### config.mk
export PLATFORM = sky130hd
export DESIGN_NAME = irq_agg_top
export DESIGN_NICKNAME = d
export VERILOG_FILES = /design/src/rtl/irq_agg_pkg.sv /design/src/rtl/irq_agg_rst_sync.sv /design/src/rtl/irq_agg_ptr.sv /design/src/rtl/irq_agg_mask_bank.sv /design/src/rtl/irq_agg_status.sv /design/src/rtl/irq_agg_top.sv
export SDC_FILE = /design/constraint.sdc
export NUM_CORES = 1
export LEC_CHECK = 0
export BUFFER_PORTS_ARGS = -buffer_cell sky130_fd_sc_hd__buf_2
export CAP_MARGIN = 20
export CORE_MARGIN = 1
export CORE_UTILIZATION = 53
export DETAILED_ROUTE_END_ITERATION = 8
export PLACE_DENSITY = 0.76
export SYNTH_ARGS = -nofsm -noshare
export SYNTH_HDL_FRONTEND = slang
export SYNTH_SLANG_ARGS = --single-unit
### constraint.sdc
create_clock -name clk -period 3.2 [get_ports clk]
set_input_delay 0.48 -clock clk [delete_from_list [all_inputs] [get_ports clk]]
set_output_delay 0.48 -clock clk [all_outputs]
set_load 0.01 [all_outputs]
### src/rtl/irq_agg_pkg.sv
package irq_agg_pkg;
  localparam int unsigned ADDR_W = 4;

  typedef enum logic [1:0] {
    RK_STAT = 2'd0,
    RK_SMSK = 2'd1,
    RK_LMSK = 2'd2,
    RK_NONE = 2'd3
  } reg_kind_e;

  typedef struct packed {
    reg_kind_e  kind;
    logic [1:0] idx;
  } reg_sel_t;

  // Upper two address bits pick the register kind, lower two the byte.
  function automatic reg_sel_t decode_addr(input logic [ADDR_W-1:0] a,
                                           input int unsigned nb);
    reg_sel_t s;
    s.kind = reg_kind_e'(a[3:2]);
    s.idx  = a[1:0];
    if (32'(a[1:0]) >= nb) s.kind = RK_NONE;
    return s;
  endfunction
endpackage

### src/rtl/irq_agg_rst_sync.sv
module irq_agg_rst_sync (
  input  logic clk,
  input  logic rst_n_in,
  output logic rst_n_out
);
  logic [1:0] sync_q;
  logic [1:0] sync_d;

  always_comb sync_d = {sync_q[0], 1'b1};

  always_ff @(posedge clk or negedge rst_n_in) begin
    if (!rst_n_in) sync_q <= '0;
    else           sync_q <= sync_d;
  end

  assign rst_n_out = sync_q[1];
endmodule

### src/rtl/irq_agg_ptr.sv
module irq_agg_ptr #(
  parameter int unsigned AW = 4
) (
  input  logic          clk,
  input  logic          rst_n,
  input  logic          acc_valid,
  input  logic          acc_first,
  input  logic [AW-1:0] acc_addr,
  output logic [AW-1:0] eff_addr
);
  logic [AW-1:0] ptr_q;
  logic [AW-1:0] ptr_d;
  logic          ptr_en;

  always_comb begin
    eff_addr = acc_first ? acc_addr : ptr_q;
    ptr_en   = acc_valid;
    ptr_d    = eff_addr + {{(AW-1){1'b0}}, 1'b1};
  end

  always_ff @(posedge clk or negedge rst_n) begin
    if (!rst_n)      ptr_q <= '0;
    else if (ptr_en) ptr_q <= ptr_d;
  end
endmodule

### src/rtl/irq_agg_mask_bank.sv
module irq_agg_mask_bank #(
  parameter int unsigned NB = 3,
  parameter int unsigned BW = 8
) (
  input  logic            clk,
  input  logic            rst_n,
  input  logic            wr_en,
  input  logic [1:0]      wr_idx,
  input  logic [BW-1:0]   wr_data,
  output logic [NB*BW-1:0] mask
);
  for (genvar g = 0; g < NB; g++) begin : g_byte
    logic [BW-1:0] q;
    logic          en;

    always_comb en = wr_en && (wr_idx == 2'(g));

    always_ff @(posedge clk or negedge rst_n) begin
      if (!rst_n)  q <= '1;
      else if (en) q <= wr_data;
    end

    assign mask[g*BW +: BW] = q;
  end
endmodule

### src/rtl/irq_agg_status.sv
module irq_agg_status #(
  parameter int unsigned          NSRC = 24,
  parameter logic [NSRC-1:0]      RSVD = '0
) (
  input  logic            clk,
  input  logic            rst_n,
  input  logic [NSRC-1:0] src_in,
  input  logic [NSRC-1:0] smask,
  input  logic            clr,
  output logic [NSRC-1:0] status
);
  logic [NSRC-1:0] src_q;
  logic [NSRC-1:0] rise;
  logic [NSRC-1:0] set_v;
  logic [NSRC-1:0] stat_q;
  logic [NSRC-1:0] stat_d;

  always_comb begin
    rise   = src_in & ~src_q;
    set_v  = rise & ~smask & ~RSVD;
    // A new event outranks the clear so it is never lost.
    stat_d = (clr ? '0 : stat_q) | set_v;
  end

  always_ff @(posedge clk or negedge rst_n) begin
    if (!rst_n) begin
      src_q  <= '0;
      stat_q <= '0;
    end else begin
      src_q  <= src_in;
      stat_q <= stat_d;
    end
  end

  assign status = stat_q;
endmodule

### src/rtl/irq_agg_top.sv
module irq_agg_top #(
  parameter int unsigned NUM_BANKS = 3,
  parameter int unsigned BANK_W    = 8,
  parameter logic [NUM_BANKS*BANK_W-1:0] RSVD_MASK = 24'h80_1000,
  parameter int unsigned MIR_FROM  = 20,
  parameter int unsigned MIR_TO    = 19
) (
  input  logic                        clk,
  input  logic                        rst_n,
  input  logic [NUM_BANKS*BANK_W-1:0] src_in,
  input  logic                        acc_valid,
  input  logic                        acc_write,
  input  logic                        acc_first,
  input  logic [3:0]                  acc_addr,
  input  logic [BANK_W-1:0]           acc_wdata,
  output logic [BANK_W-1:0]           acc_rdata,
  output logic                        irq_out
);
  import irq_agg_pkg::*;

  localparam int unsigned NSRC = NUM_BANKS * BANK_W;

  logic            rst_s;
  logic [3:0]      eff_addr;
  reg_sel_t        sel;
  logic            wr_go;
  logic            clr;
  logic            smask_we;
  logic            lmask_we;
  logic [NSRC-1:0] status;
  logic [NSRC-1:0] smask;
  logic [NSRC-1:0] lmask;
  logic [NSRC-1:0] stat_view;

  irq_agg_rst_sync u_rst (
    .clk       (clk),
    .rst_n_in  (rst_n),
    .rst_n_out (rst_s)
  );

  irq_agg_ptr #(.AW(ADDR_W)) u_ptr (
    .clk       (clk),
    .rst_n     (rst_s),
    .acc_valid (acc_valid),
    .acc_first (acc_first),
    .acc_addr  (acc_addr),
    .eff_addr  (eff_addr)
  );

  always_comb begin
    sel      = decode_addr(eff_addr, NUM_BANKS);
    wr_go    = acc_valid && acc_write;
    clr      = wr_go && (sel.kind == RK_STAT);
    smask_we = wr_go && (sel.kind == RK_SMSK);
    lmask_we = wr_go && (sel.kind == RK_LMSK);
  end

  irq_agg_status #(.NSRC(NSRC), .RSVD(RSVD_MASK)) u_stat (
    .clk    (clk),
    .rst_n  (rst_s),
    .src_in (src_in),
    .smask  (smask),
    .clr    (clr),
    .status (status)
  );

  irq_agg_mask_bank #(.NB(NUM_BANKS), .BW(BANK_W)) u_smask (
    .clk     (clk),
    .rst_n   (rst_s),
    .wr_en   (smask_we),
    .wr_idx  (sel.idx),
    .wr_data (acc_wdata),
    .mask    (smask)
  );

  irq_agg_mask_bank #(.NB(NUM_BANKS), .BW(BANK_W)) u_lmask (
    .clk     (clk),
    .rst_n   (rst_s),
    .wr_en   (lmask_we),
    .wr_idx  (sel.idx),
    .wr_data (acc_wdata),
    .mask    (lmask)
  );

  // Readback view: the lower mirror bit also shows the upper one.
  always_comb begin
    stat_view         = status;
    stat_view[MIR_TO] = status[MIR_TO] | status[MIR_FROM];
  end

  always_comb begin
    acc_rdata = '0;
    case (sel.kind)
      RK_STAT: acc_rdata = stat_view[32'(sel.idx)*BANK_W +: BANK_W];
      RK_SMSK: acc_rdata = smask[32'(sel.idx)*BANK_W +: BANK_W];
      RK_LMSK: acc_rdata = lmask[32'(sel.idx)*BANK_W +: BANK_W];
      default: acc_rdata = '0;
    endcase
  end

  assign irq_out = |(status & ~lmask);
endmodule

==> flow_summary.json <==
{
  "ys_seq_area_share_pct": 55.5,
  "fillers": 651,
  "clockRootBuffer": "clkbuf_8",
  "drc": 0,
  "critical_path_class": "flip-flop to output pin",
  "clock-sinks": 98,
  "initial_utilization_pct": 54.8,
  "avgSynthCellArea_um2": 12.0,
  "hold_violations": 0,
  "rrSetupSlack_ns": 0.62,
  "grt_usage_pct": 26.3,
  "vias": 3311,
  "cts_buffers": 9,
  "crit_path_max_fanout": 6,
  "nets": 496,
  "io_buffers": 47,
  "cp_cell_sequence": "mux2i_4, inv_2, ha_4, inv_4, ha_4, inv_4, ha_4, or3_1, buf_4, o221ai_2, buf_2",
  "reg2reg_from": "u_ptr.ptr_q[1]",
  "grt_pass1_vias": 3306,
  "fin_crit_ns": 3.11,
  "powerDensity_nw_per_um2": 827,
  "gr-total-overflow": 0,
  "synth_area_leaders": "dfstp_2 (28%), dfrtp_1 (28%), mux2_2 (12%), nand2b_1 (3.3%), nand2_1 (2.6%)",
  "cpMostUsedCell": "ha_4",
  "switchingPower_mw": 1.43,
  "hold_class": "input port to flip-flop",
  "arrival_ns": 2.63,
  "area_delta_synth_final_pct": 18.8,
  "wirelength_mm": 10.5,
  "drive_above_1_share_pct": 49.7,
  "clk_pin_slew_ns": 0.09,
  "register_area_um2": 2520,
  "top_layer": "met4",
  "met1_length_mm": 4.42,
  "p_int_mw": 3.02,
  "path_buf_inv": 5,
  "die_height_um": 94.4,
  "required_ns": 2.72,
  "crit_path_end_kind": "output pin",
  "slew_headroom_pct": 55.7,
  "multi_input_area_um2": 1950,
  "die_area_um2": 8910,
  "dieWidth_um": 94.4,
  "dp_hpwl_mm": 7.47,
  "cp-start-kind": "flip-flop",
  "dp_cells": 535,
  "p_leak_nw": 2.45,
  "max-cap-violations": 0,
  "drt-initial-drc-count": 223,
  "finalWeightedCongestion": 0.917,
  "startpoint": "u_ptr.ptr_q[1]",
  "ys_ff_latch": 98,
  "met2_length_mm": 5.14,
  "grt_pass1_wl_mm": 17.0,
  "worst_slew_pin_slew_ns": 0.664,
  "synth_area_um2": 4520,
  "fin_cells": 556,
  "worstReg2RegEnd": "u_smask.g_byte[0].q[5]",
  "synth_edf_count": 0,
  "cp-endpoint": "acc_rdata[3]",
  "critPathTopFamily": "adder cells",
  "ff2ff_path_depth": 11,
  "period_share_pct": 97.1,
  "yosysWarnings": 0,
  "wl_met3_um": 717,
  "slowest_stage": "dfrtp_1",
  "yosysTopAreaCell": "dfstp_2",
  "synth.distinct_cells": 45,
  "diodes": 0,
  "fmax_mhz": 322,
  "cts_tree": "built",
  "h-tree-depth": 3,
  "synth-main-ff-cell": "dfrtp_1",
  "slew_violations": 0,
  "boundaryPins": 50,
  "wire_per_inst_um": 19.0,
  "status": "finished, final reports clean",
  "antenna_found_initial": 0,
  "worst-path-stages": 11,
  "synth_top_area_share_pct": 27.9,
  "slowest_delay_ns": 0.42,
  "seqPwrFrac_pct": 49.0,
  "power_mw": 4.45,
  "core-area_um2": 8260,
  "p_sw_share_pct": 32.2,
  "setup_violations": 0,
  "synth_commonest_cells": "dfrtp_1 (50), mux2_2 (49), dfstp_2 (48)",
  "fin_worst_skew_ns": 0.0108,
  "grt_max_degree": 56,
  "syn-instance-count": 378,
  "ant_nets": 0,
  "worstSkewPairLatency_ns": 0.37,
  "ctsLongestPathBuffers": 2,
  "max-vdd-ir-drop_mv": 0.376,
  "synthArstFlopShare_pct": 100,
  "row_count": 33,
  "synth.most_common_cell": "dfrtp_1",
  "comb_power_share_pct": 31.1,
  "via_per_inst": 5.96,
  "syn_nets": 428,
  "first_pass_iters": 5,
  "p_clk_share_pct": 19.9
}
[registers in the layout, summed over array words and instances (netlist names)]
register and flops:
u_lmask.g_byte.q 24, u_smask.g_byte.q 24, u_stat.src_q 22, u_stat.status 22, u_ptr.ptr_q 4, u_rst.sync_q 2
[layout make-up]
cell class / count / share of cell area (%)
Tap cell: 105 / 2.44
Clock buffer: 12 / 2.70
Timing Repair Buffer: 73 / 8.28
Clock inverter: 4 / 1.42
Sequential cell: 98 / 46.8
Multi-Input combinational cell: 238 / 36.3
Inverter: 26 / 2.09
[layer usage]
| layer | track usage [%] | up-vias |
|---|---|---|
| met1 | 35.6 | 1667 |
| met2 | 40.5 | 135 |
| met4 | 12.6 | 0 |
| met3 | 5.31 | 24 |
| li1 | - | 1485 |
| met5 | 0 | - |
[worst min-delay path by stage]
stage / slack (ns) / end / from / cells after the start
2_1_floorplan: 0.18 / u_rst.sync_q[0] / rst_n / 0
3_3_place_gp: 0.26 / u_rst.sync_q[0] / rst_n / 1
3_5_place_dp: 0.27 / u_rst.sync_q[0] / rst_n / 1
4_1_cts: 0.21 / u_stat.src_q[18] / src_in[18] / 1
5_1_grt: 0.20 / u_stat.src_q[7] / src_in[7] / 1
6_report: 0.22 / u_stat.src_q[7] / src_in[7] / 1
[power by group through the flow]
stage,clock network [mW],logic (mW),registers (mW)
after global routing,0.966,1.51,2.23
after detailed placement,0,1.29,2.19
after floorplan,0,0.958,2.07
final,0.887,1.38,2.18
after global placement,0,1.24,2.17
after CTS,0.913,1.32,2.17
[layout by cell type (no fill, tap or decap), drive strengths merged, types with 2 or more instances in the layout]
cell type | Yosys | final
buf | 5 | 72
mux2 | 51 | 51
dfrtp | 50 | 50
dfstp | 48 | 48
nand2 | 31 | 31
inv | 26 | 27
nand2b | 24 | 24
o21ai | 23 | 23
a221o | 14 | 14
nor2 | 13 | 13
clkbuf | 11 | 12
a21oi | 11 | 11
nand3 | 10 | 10
o22ai | 9 | 9
ha | 9 | 9
o221ai | 6 | 6
a221oi | 6 | 6
a22oi | 4 | 4
nor3 | 4 | 4
mux2i | 4 | 4
a22o | 3 | 3
and3 | 2 | 2
bufinv | 0 | 2
or3 | 2 | 2
[metrics by stage]
step	hold WS [ns]	setup WS (ns)	instance area, µm²	TNS (ns)	util (%)
6_report	0.223	0.0921	5380	0	65.1
2_1_floorplan	0.184	-0.0112	4610	-0.0112	-
5_1_grt	0.204	-0.00190	5380	-0.00190	65.1
4_1_cts	0.207	0.00505	5300	0	64.1
3_5_place_dp	0.268	-0.0750	5030	-0.321	60.9
3_3_place_gp	0.265	-0.0190	5030	-0.0299	60.9
[cells by family (layout without fill, tap and decap cells)]
| kind of cell | Yosys count | after routing | share of synthesized area [%] |
|---|---|---|---|
| AOI/OAI and AO/OA | 84 | 84 | 14.0 |
| xor gates and xnor gates | 1 | 1 | 0.194 |
| adders and majority gates | 9 | 9 | 2.49 |
| buffers and inverters | 42 | 115 | 4.09 |
| DFF | 98 | 98 | 55.5 |
| muxes | 55 | 55 | 14.1 |
| other | 1 | 1 | 0.0829 |
| and+or+nand+nor | 88 | 88 | 9.49 |
[what timing repair did]
action | in CTS | in global routing
resized for setup | 4 | 15
setup buffers | 2 | 2
hold buffers | 1 | 0
hold endpoints to repair | 2 | 0
pin swaps | 1 | 2
endpoints found under the setup margin | 8 | 8
Power figures use the tool's default switching activity.
